### src/rtl/sdr_seq_pkg.sv
package sdr_seq_pkg;

   // Command bundle {cs_n, ras_n, cas_n, we_n}
   typedef logic [3:0] sdr_cmd_t;

   localparam sdr_cmd_t CMD_NOP = 4'b0111;
   localparam sdr_cmd_t CMD_PRE = 4'b0010;
   localparam sdr_cmd_t CMD_REF = 4'b0001;
   localparam sdr_cmd_t CMD_MRS = 4'b0000;

   typedef enum logic [2:0] {
      ST_SETTLE,
      ST_TRP,
      ST_TRC_INIT,
      ST_TRSC,
      ST_RUN,
      ST_TRC_RUN
   } seq_state_t;

   function automatic int unsigned max_u(input int unsigned a, input int unsigned b);
      return (a > b) ? a : b;
   endfunction

endpackage

### src/rtl/sdr_gap_timer.sv
module sdr_gap_timer #(
   parameter int unsigned CNT_W = 8
) (
   input  logic             clk,
   input  logic             rst_n,
   input  logic             restart,
   input  logic [CNT_W-1:0] limit,
   output logic             expire
);

   logic [CNT_W-1:0] cnt_q;

   // expire marks the limit-th edge after the last restart
   assign expire = (cnt_q == (limit - CNT_W'(1)));

   always_ff @(posedge clk) begin
      if (!rst_n) begin
         cnt_q <= '0;
      end else if (restart) begin
         cnt_q <= '0;
      end else begin
         cnt_q <= cnt_q + CNT_W'(1);
      end
   end

endmodule

### src/rtl/sdr_refresh_pacer.sv
module sdr_refresh_pacer #(
   parameter int unsigned REF_INTERVAL = 1950
) (
   input  logic clk,
   input  logic rst_n,
   input  logic en,
   input  logic grant,
   output logic pending
);

   localparam int unsigned IW = $clog2(REF_INTERVAL + 1);

   logic [IW-1:0] cnt_q;
   logic          pend_q;
   logic          tick;

   assign tick    = en && (cnt_q == IW'(REF_INTERVAL - 1));
   assign pending = pend_q;

   always_ff @(posedge clk) begin
      if (!rst_n) begin
         cnt_q <= '0;
      end else if (en) begin
         cnt_q <= tick ? '0 : cnt_q + IW'(1);
      end
   end

   // a fresh interval end wins over a grant that lands on the same edge
   always_ff @(posedge clk) begin
      if (!rst_n) begin
         pend_q <= 1'b0;
      end else if (tick) begin
         pend_q <= 1'b1;
      end else if (grant) begin
         pend_q <= 1'b0;
      end
   end

endmodule

### src/rtl/sdr_cmd_reg.sv
module sdr_cmd_reg
   import sdr_seq_pkg::*;
#(
   parameter int unsigned ADDR_W = 11
) (
   input  logic              clk,
   input  logic              rst_n,
   input  sdr_cmd_t          cmd_d,
   input  logic [ADDR_W-1:0] addr_d,
   input  logic              ba_d,
   output sdr_cmd_t          cmd_q,
   output logic [ADDR_W-1:0] addr_q,
   output logic              ba_q
);

   always_ff @(posedge clk) begin
      if (!rst_n) begin
         cmd_q  <= CMD_NOP;
         addr_q <= '0;
         ba_q   <= 1'b0;
      end else begin
         cmd_q  <= cmd_d;
         addr_q <= addr_d;
         ba_q   <= ba_d;
      end
   end

endmodule

### src/rtl/sdr_powerup_refresh.sv
module sdr_powerup_refresh
   import sdr_seq_pkg::*;
#(
   parameter int unsigned ADDR_W       = 11,
   parameter int unsigned DQM_W        = 2,
   parameter int unsigned AP_BIT       = 10,
   parameter logic [ADDR_W-1:0] MODE_WORD = 'h032,
   parameter int unsigned STABLE_CYC   = 25000,
   parameter int unsigned TRP_CYC      = 3,
   parameter int unsigned TRC_CYC      = 9,
   parameter int unsigned TRSC_CYC     = 2,
   parameter int unsigned INIT_REFS    = 2,
   parameter int unsigned REF_INTERVAL = 1950
) (
   input  logic              clk,
   input  logic              rst_n,
   input  logic              idle_i,
   output logic [3:0]        cmd_o,
   output logic [ADDR_W-1:0] addr_o,
   output logic              ba_o,
   output logic              cke_o,
   output logic [DQM_W-1:0]  dqm_o,
   output logic              ready_o,
   output logic              ref_req_o,
   output logic              ref_busy_o
);

   localparam int unsigned MAX_WAIT = max_u(max_u(STABLE_CYC, TRP_CYC), max_u(TRC_CYC, TRSC_CYC));
   localparam int unsigned CNT_W    = $clog2(MAX_WAIT + 1);
   localparam int unsigned RW       = $clog2(INIT_REFS + 1);

   // elaboration-time parameter checks
   if (INIT_REFS < 2) begin : g_bad_refs
      $error("INIT_REFS must be at least 2");
   end
   if (STABLE_CYC < 1 || TRP_CYC < 1 || TRC_CYC < 1 || TRSC_CYC < 1) begin : g_bad_wait
      $error("every wait count must be at least 1");
   end
   if (AP_BIT >= ADDR_W) begin : g_bad_ap
      $error("AP_BIT must index into the address bus");
   end
   if (REF_INTERVAL <= TRC_CYC) begin : g_bad_interval
      $error("REF_INTERVAL must exceed TRC_CYC");
   end

   seq_state_t        state_q, state_d;
   logic [RW-1:0]     refs_q, refs_d;
   logic              ready_q, ready_d;
   logic              issue;
   logic              grant;
   logic              expire;
   logic              pending;
   logic [CNT_W-1:0]  limit;
   sdr_cmd_t          cmd_d;
   logic [ADDR_W-1:0] addr_d;
   logic              ba_d;

   sdr_gap_timer #(.CNT_W(CNT_W)) i_timer (
      .clk     (clk),
      .rst_n   (rst_n),
      .restart (issue),
      .limit   (limit),
      .expire  (expire)
   );

   sdr_refresh_pacer #(.REF_INTERVAL(REF_INTERVAL)) i_pacer (
      .clk     (clk),
      .rst_n   (rst_n),
      .en      (ready_q),
      .grant   (grant),
      .pending (pending)
   );

   sdr_cmd_reg #(.ADDR_W(ADDR_W)) i_cmd_reg (
      .clk    (clk),
      .rst_n  (rst_n),
      .cmd_d  (cmd_d),
      .addr_d (addr_d),
      .ba_d   (ba_d),
      .cmd_q  (cmd_o),
      .addr_q (addr_o),
      .ba_q   (ba_o)
   );

   // wait length that belongs to the current step
   always_comb begin
      case (state_q)
         ST_SETTLE: limit = CNT_W'(STABLE_CYC);
         ST_TRP:    limit = CNT_W'(TRP_CYC);
         ST_TRSC:   limit = CNT_W'(TRSC_CYC);
         default:   limit = CNT_W'(TRC_CYC);
      endcase
   end

   always_comb begin
      state_d = state_q;
      refs_d  = refs_q;
      ready_d = ready_q;
      cmd_d   = CMD_NOP;
      addr_d  = '0;
      ba_d    = 1'b0;
      issue   = 1'b0;
      grant   = 1'b0;
      case (state_q)
         ST_SETTLE: begin
            if (expire) begin
               cmd_d          = CMD_PRE;
               addr_d[AP_BIT] = 1'b1;
               state_d        = ST_TRP;
               issue          = 1'b1;
            end
         end
         ST_TRP: begin
            if (expire) begin
               cmd_d   = CMD_REF;
               refs_d  = RW'(1);
               state_d = ST_TRC_INIT;
               issue   = 1'b1;
            end
         end
         ST_TRC_INIT: begin
            if (expire) begin
               issue = 1'b1;
               if (refs_q == RW'(INIT_REFS)) begin
                  cmd_d   = CMD_MRS;
                  addr_d  = MODE_WORD;
                  state_d = ST_TRSC;
               end else begin
                  cmd_d  = CMD_REF;
                  refs_d = refs_q + RW'(1);
               end
            end
         end
         ST_TRSC: begin
            if (expire) begin
               ready_d = 1'b1;
               state_d = ST_RUN;
               issue   = 1'b1;
            end
         end
         ST_RUN: begin
            if (pending && idle_i) begin
               cmd_d   = CMD_REF;
               grant   = 1'b1;
               issue   = 1'b1;
               state_d = ST_TRC_RUN;
            end
         end
         ST_TRC_RUN: begin
            if (expire) begin
               if (pending && idle_i) begin
                  cmd_d = CMD_REF;
                  grant = 1'b1;
                  issue = 1'b1;
               end else begin
                  state_d = ST_RUN;
               end
            end
         end
         default: state_d = ST_SETTLE;
      endcase
   end

   always_ff @(posedge clk) begin
      if (!rst_n) begin
         state_q <= ST_SETTLE;
         refs_q  <= '0;
         ready_q <= 1'b0;
      end else begin
         state_q <= state_d;
         refs_q  <= refs_d;
         ready_q <= ready_d;
      end
   end

   for (genvar i = 0; i < DQM_W; i++) begin : g_dqm
      assign dqm_o[i] = ~ready_q;
   end

   assign cke_o      = 1'b1;
   assign ready_o    = ready_q;
   assign ref_req_o  = pending;
   assign ref_busy_o = (state_q == ST_TRC_RUN);

endmodule

### config.mk
export PLATFORM = sky130hd
export DESIGN_NAME = sdr_powerup_refresh
export DESIGN_NICKNAME = d
export VERILOG_FILES = /design/src/rtl/sdr_seq_pkg.sv /design/src/rtl/sdr_gap_timer.sv /design/src/rtl/sdr_refresh_pacer.sv /design/src/rtl/sdr_cmd_reg.sv /design/src/rtl/sdr_powerup_refresh.sv
export SDC_FILE = /design/constraint.sdc
export NUM_CORES = 1
export LEC_CHECK = 0
export ABC_AREA = 1
export ABC_CLOCK_PERIOD_IN_PS = 3100
export BUFFER_PORTS_ARGS = -buffer_cell sky130_fd_sc_hd__buf_2
export CELL_PAD_IN_SITES_DETAIL_PLACEMENT = 1
export CELL_PAD_IN_SITES_GLOBAL_PLACEMENT = 1
export CORE_MARGIN = 8
export CORE_UTILIZATION = 42
export DETAILED_ROUTE_END_ITERATION = 10
export GPL_ROUTABILITY_DRIVEN = 0
export GPL_TIMING_DRIVEN = 1
export PLACE_DENSITY_LB_ADDON = 0.08
export SLEW_MARGIN = 20
export SYNTH_ARGS = -nofsm -noshare
export SYNTH_HDL_FRONTEND = slang
export SYNTH_SLANG_ARGS = --single-unit
### constraint.sdc
create_clock -name clk -period 3.1 [get_ports clk]
set_clock_uncertainty 0.2 [all_clocks]
set_input_delay 0 -clock clk [delete_from_list [all_inputs] [get_ports clk]]
set_output_delay 0 -clock clk [all_outputs]
set_load 0.02 [all_outputs]
==> results of run 1 <==
## cell families (layout without fill, tap and decap cells)
| family | Yosys count | in the layout | share of synthesized area |
|---|---|---|---|
| other | 2 | 12 | 0.00341 |
| AO/OA/AOI/OAI | 27 | 27 | 0.0840 |
| adder cells (fa/ha/maj) | 6 | 6 | 0.0341 |
| XOR/XNOR | 12 | 12 | 0.0477 |
| AND/OR/NAND/NOR | 147 | 147 | 0.350 |
| flip-flops | 38 | 38 | 0.345 |
| buffers and inverters | 60 | 70 | 0.136 |
## cell type report
class / instances / area share
multi-input cells: 204 / 0.495
flip-flops and latches: 38 / 0.318
inverters: 44 / 0.0691
repair buffers: 18 / 0.0429
well taps: 70 / 0.0366
clock buffers: 7 / 0.0361
clock inverters: 1 / 0.00209
## flip-flops by register name, summed over array words and instances (netlist names)
name	count
state_q	3
i_timer.cnt_q	15
i_cmd_reg.cmd_q	3
i_pacer.pending	1
i_pacer.cnt_q	11
refs_q	2
i_cmd_reg.addr_q	2
ready_o	1
## power by group through the flow
stage	Clock (W)	Sequential, W	Combinational (W)
global route	0.000391	0.000496	0.0000510
finish	0.000349	0.000495	0.0000453
CTS	0.000368	0.000495	0.0000456
global placement	0	0.000507	0.0000444
detailed placement	0	0.000507	0.0000443
floorplan	0	0.000506	0.0000501
## cells in the mapped netlist, drive strengths merged
cell type,instances
o211ai,2
or2,1
nand4,8
o21ai,5
xor2,8
dfxtp,38
nand2,62
nor4,3
nand3,16
nor3,8
buf,16
a211oi,1
xnor2,4
o31ai,2
nor2,45
a21oi,12
o21a,1
inv,44
a31oi,1
o2111ai,2
ha,6
conb,2
nor3b,4
o22ai,1
## final timing paths
kind	start	end	slack (ns)	depth (start not counted)
min reg2reg	i_pacer.cnt_q[10]	i_pacer.cnt_q[10]	0.26	1
min	idle_i	i_cmd_reg.cmd_q[1]	0.05	6
max reg2reg	state_q[2]	i_timer.cnt_q[1]	0.43	12
max	state_q[2]	i_timer.cnt_q[1]	0.43	12
## cells in the final DEF (no fill, tap or decap), types with 7 or more instances in the layout
master and instances:
a21oi_1 11, buf_2 14, conb_1 12, dfxtp_1 38, inv_1 40, nand2_1 57
nand3_1 13, nand4_1 8, nor2_1 32, nor2_4 13, nor3_1 7, xor2_1 8
## critical path: stages (launching register included)
cell	delay, ns
dfxtp_1	0.34
nor2_4	0.16
nand2_2	0.13
ha_1	0.32
inv_1	0.04
nand2_1	0.05
nand2_1	0.05
nor2_1	0.09
nand2_1	0.09
nor2_4	0.11
nand3_4	0.12
o211ai_4	0.75
nor2_1	0.08
## metal layers
layer	up-vias	track usage	wire, µm
met4	0	0.0461	74
met2	26	0.235	2390
li1	941	-	-
met3	6	0.0325	200
met5	-	0	0
met1	855	0.178	2360
## timing repair
| action | 4_1_cts | 5_1_grt |
|---|---|---|
| hold endpoints to repair | 11 | 0 |
| hold buffers | 1 | 0 |
| setup endpoints to repair | 0 | 0 |
## stage by stage
stage / instance area, µm² / hold slack (ns) / total power [W] / setup WS [ns] / cells
6_report: 2390 / 0.0510 / 0.000890 / 0.426 / 382
5_1_grt: 2390 / 0.0915 / 0.000938 / 0.188 / 382
4_1_cts: 2390 / 0.0393 / 0.000909 / 0.371 / 382
3_5_place_dp: 2290 / 0.163 / 0.000551 / 0.388 / 373
3_3_place_gp: 2290 / 0.170 / 0.000551 / 0.480 / 373
2_1_floorplan: 2240 / 0.100 / 0.000556 / 0.796 / 302
==> flow_summary.ini, run 1 <==
[worst_setup_path]
arrival_ns = 2.63
crit_type = reg2reg
critical_path.endpoint_type = register
required_ns = 3.05
cp_max_fo = 15
worst_setup_path_start_kind = register

[power]
clkPwrFrac = 0.392
power_switching_w = 0.000208
power.leakage_nw = 0.963
ir_worst_vdd_mv = 0.155
p_comb_frac = 0.051
p_per_area_mw_per_mm2 = 372
switching_share = 0.234
seq_power_share = 0.557
p_int_w = 0.000682

[timing]
hold_viol_final = 0
setup_viol = 0
setup_tns_ns = 0
maxSlewHeadroom = 0.383
fin_crit_ns = 2.67
grt_setup_unrepaired = no
slew_violations = 0
tightest_slew_ns = 0.922
period_share = 0.863
fmax_mhz = 374

[final_layout]
register_area_um2 = 761
diodes = 0
nets = 320
layout-drive-gt1-share = 0.170
num-fill-cells = 672
areaGrowthSynthToFinish_pct = 8.40
final_util = 0.471
multi_input_area_mm2 = 0.00118

[clock_network]
htree_levels = 2
cts_resized = 0
cts_setup_buffers = 0
clock_sinks = 38
cts_buffer_depth = 2
cts.clk_slew.worst_paths_ns = 0.08
insertion_delay_ns = 0.29
cts_made_buffers = 5
cts_tree = yes
clockRootBuffer = clkbuf_8

[routing]
ant_nets = 0
wl_um = 5020
first_pass_iters = 4
wl_per_cell_um = 13.1
drc = 0
vias = 1828
vias_per_cell = 4.79
dr.first_iter.drc_count = 33

[yosys]
syn_area_mm2 = 0.00220
synthCells = 292
synth_top_area_share = 0.345
yosysSeqAreaShare = 0.345
avgSynthCellArea_um2 = 7.55
yosysUniqueCellTypes = 36
ys_ff_latch = 38
netlist_top_cells_area = dfxtp_1, nand2_1, inv_1
yosysWarnings = 0
yosysTopAreaCell = dfxtp_1

[floorplanning]
initial_core_util = 0.434
core_mm2 = 0.00507
num_rows = 26
dieArea_mm2 = 0.00782
die_height_um = 88.5
boundaryPins = 25
die_w_um = 88.5

[place]
io_buffers = 14
dpl.hpwl_um = 4070

[status]
outcome = finished, final reports clean

[global_route]
grt_max_degree = 16
grt_overflow = 0
grt_pass1_vias = 1867
grt_use_total = 0.142
grt_pass1_wl_um = 8780
antenna_found_initial = 0

[hold_path]
hold_path.class = in2reg

[job]
max_cap_viol_count = 0
No activity file was read; power rests on OpenSTA's default activity.
==> run 2: changes to the inputs <==
--- a/config.mk
+++ b/config.mk
@@ -16,6 +16,7 @@
 export GPL_ROUTABILITY_DRIVEN = 0
 export GPL_TIMING_DRIVEN = 1
 export PLACE_DENSITY_LB_ADDON = 0.08
+export SETUP_SLACK_MARGIN = 0.5
 export SLEW_MARGIN = 20
 export SYNTH_ARGS = -nofsm -noshare
 export SYNTH_HDL_FRONTEND = slang
==> flow_summary.ini, run 2 (synthesized netlist as in run 1, its figures left out) <==
[floorplanning]
boundaryPins = 25
core_mm2 = 0.00507
die_height_um = 88.5
dieArea_mm2 = 0.00782
num_rows = 26
initial_core_util = 0.434
die_w_um = 88.5

[final_layout]
final_util = 0.477
layout_commonest_cell = nand2_1
nets = 322
top_regs = i_timer.cnt_q (15), i_pacer.cnt_q (11)
num-fill-cells = 670
largest_reg_flops = 15
regMostFlops = i_timer.cnt_q
mostFrequentLayoutCells = nand2_1, inv_1, dfxtp_1
diodes = 0
areaGrowthSynthToFinish_pct = 9.82
layout-drive-gt1-share = 0.175

[worst_setup_path]
arrival_ns = 2.35
r2r_slack_ns = 0.73
worst_setup_path_start_kind = register
required_ns = 3.07
r2r_start = state_q[2]
crit_start = state_q[2]
cp_max_fo = 6
reg2regPathDepth = 15
critical_path.endpoint_type = register
crit_type = reg2reg

[global_route]
grt_pass1_wl_um = 8850
antenna_found_initial = 0
grt_use_total = 0.144
grt_pass1_vias = 1889
grt_overflow = 0
grt_max_degree = 12

[power]
seq_power_share = 0.554
p_int_w = 0.000685
clkPwrFrac = 0.390
power_switching_w = 0.000209
switching_share = 0.234
power.leakage_nw = 0.978
ir_worst_vdd_mv = 0.155
p_comb_frac = 0.056
p_per_area_mw_per_mm2 = 370

[place]
io_buffers = 14
dpl.hpwl_um = 4070
place_ws_ns = 0.388

[clock_network]
clock_sinks = 38
cts_buffer_depth = 2
cts_made_buffers = 5
clockRootBuffer = clkbuf_8
insertion_delay_ns = 0.29
htree_levels = 2
cts_tree = yes
cts.clk_slew.worst_paths_ns = 0.07

[routing]
vias = 1840
wl_um = 5060
first_pass_iters = 4
dr.first_iter.drc_count = 36
wl_per_cell_um = 13.2
drc = 0
vias_per_cell = 4.79
ant_nets = 0

[timing]
setup_tns_ns = 0
fmax_mhz = 421
slew_violations = 0
post-route-worst-setup-slack_ns = 0.727
grt_setup_unrepaired = no
period_share = 0.766
setup_viol = 0
fin_crit_ns = 2.37
hold_viol_final = 0

[job]
max_cap_viol_count = 0

[status]
outcome = finished, final reports clean

[hold_path]
hold_path.class = in2reg
min_from = idle_i
hold_depth = 6
## run 2: cell count changes in the layout (fill, tap and decap cells not counted), sizes merged
cell | before | now
buf | 17 | 19
## run 2: power by group through the flow
stage / Combinational, W / Sequential (W) / Clock (W)
finish: 0.0000501 / 0.000495 / 0.000349
global route: 0.0000559 / 0.000496 / 0.000391
CTS: 0.0000495 / 0.000495 / 0.000368
detailed placement: 0.0000443 / 0.000507 / 0
global placement: 0.0000444 / 0.000507 / 0
floorplan: 0.0000501 / 0.000506 / 0
## run 2: final timing paths
check / to
worst max-delay path: i_timer.cnt_q[10]
worst min-delay path: i_cmd_reg.cmd_q[1]
worst min register to register: i_pacer.cnt_q[10]
worst max register to register: i_timer.cnt_q[10]
## run 2: final cells by class
cell class              instances  area (µm²)  area share
clock buffers                   7        86.3      0.0357
clock inverters                 1        5.00     0.00207
multi-input cells             204        1180       0.488
inverters                      44         165      0.0682
well taps                      70        87.6      0.0362
repair buffers                 20         134      0.0553
flip-flops and latches         38         761       0.314
## run 2: stage by stage
stage	instances	cell area [µm²]	total power, W	hold WS (ns)
2_1_floorplan	302	2240	0.000556	0.100
3_3_place_gp	373	2290	0.000551	0.170
3_5_place_dp	373	2290	0.000551	0.163
4_1_cts	384	2420	0.000913	0.0393
5_1_grt	384	2420	0.000943	0.0915
6_report	384	2420	0.000895	0.0503
## run 2: timing repair
item / in CTS / in global routing
setup endpoints to repair: 15 / 6
setup buffers: 2 / 0
hold buffers: 1 / 0
endpoints found under the hold margin: 11 / 0
pin swaps: 1 / 0
gates resized for setup: 0 / 1
## run 2: metal layers
metal | global-route usage | part of all wire | up-vias
met5 | 0 | 0 | -
met4 | 0.0461 | 0.015 | 0
met3 | 0.0325 | 0.040 | 6
met2 | 0.240 | 0.49 | 26
met1 | 0.177 | 0.46 | 862
li1 | - | - | 946
## run 2: worst max-delay path: stages (launching register included)
cell      delay [ns]
dfxtp_1         0.34
nor2_4          0.16
nand2_2         0.13
ha_1            0.30
inv_1           0.05
nand2_1         0.06
nand2_1         0.05
nor2_1          0.08
nand2_1         0.09
nor2_4          0.12
nand3_4         0.13
nand2_2         0.12
nand3_4         0.08
o211ai_4        0.11
buf_6           0.21
nor2_4          0.03
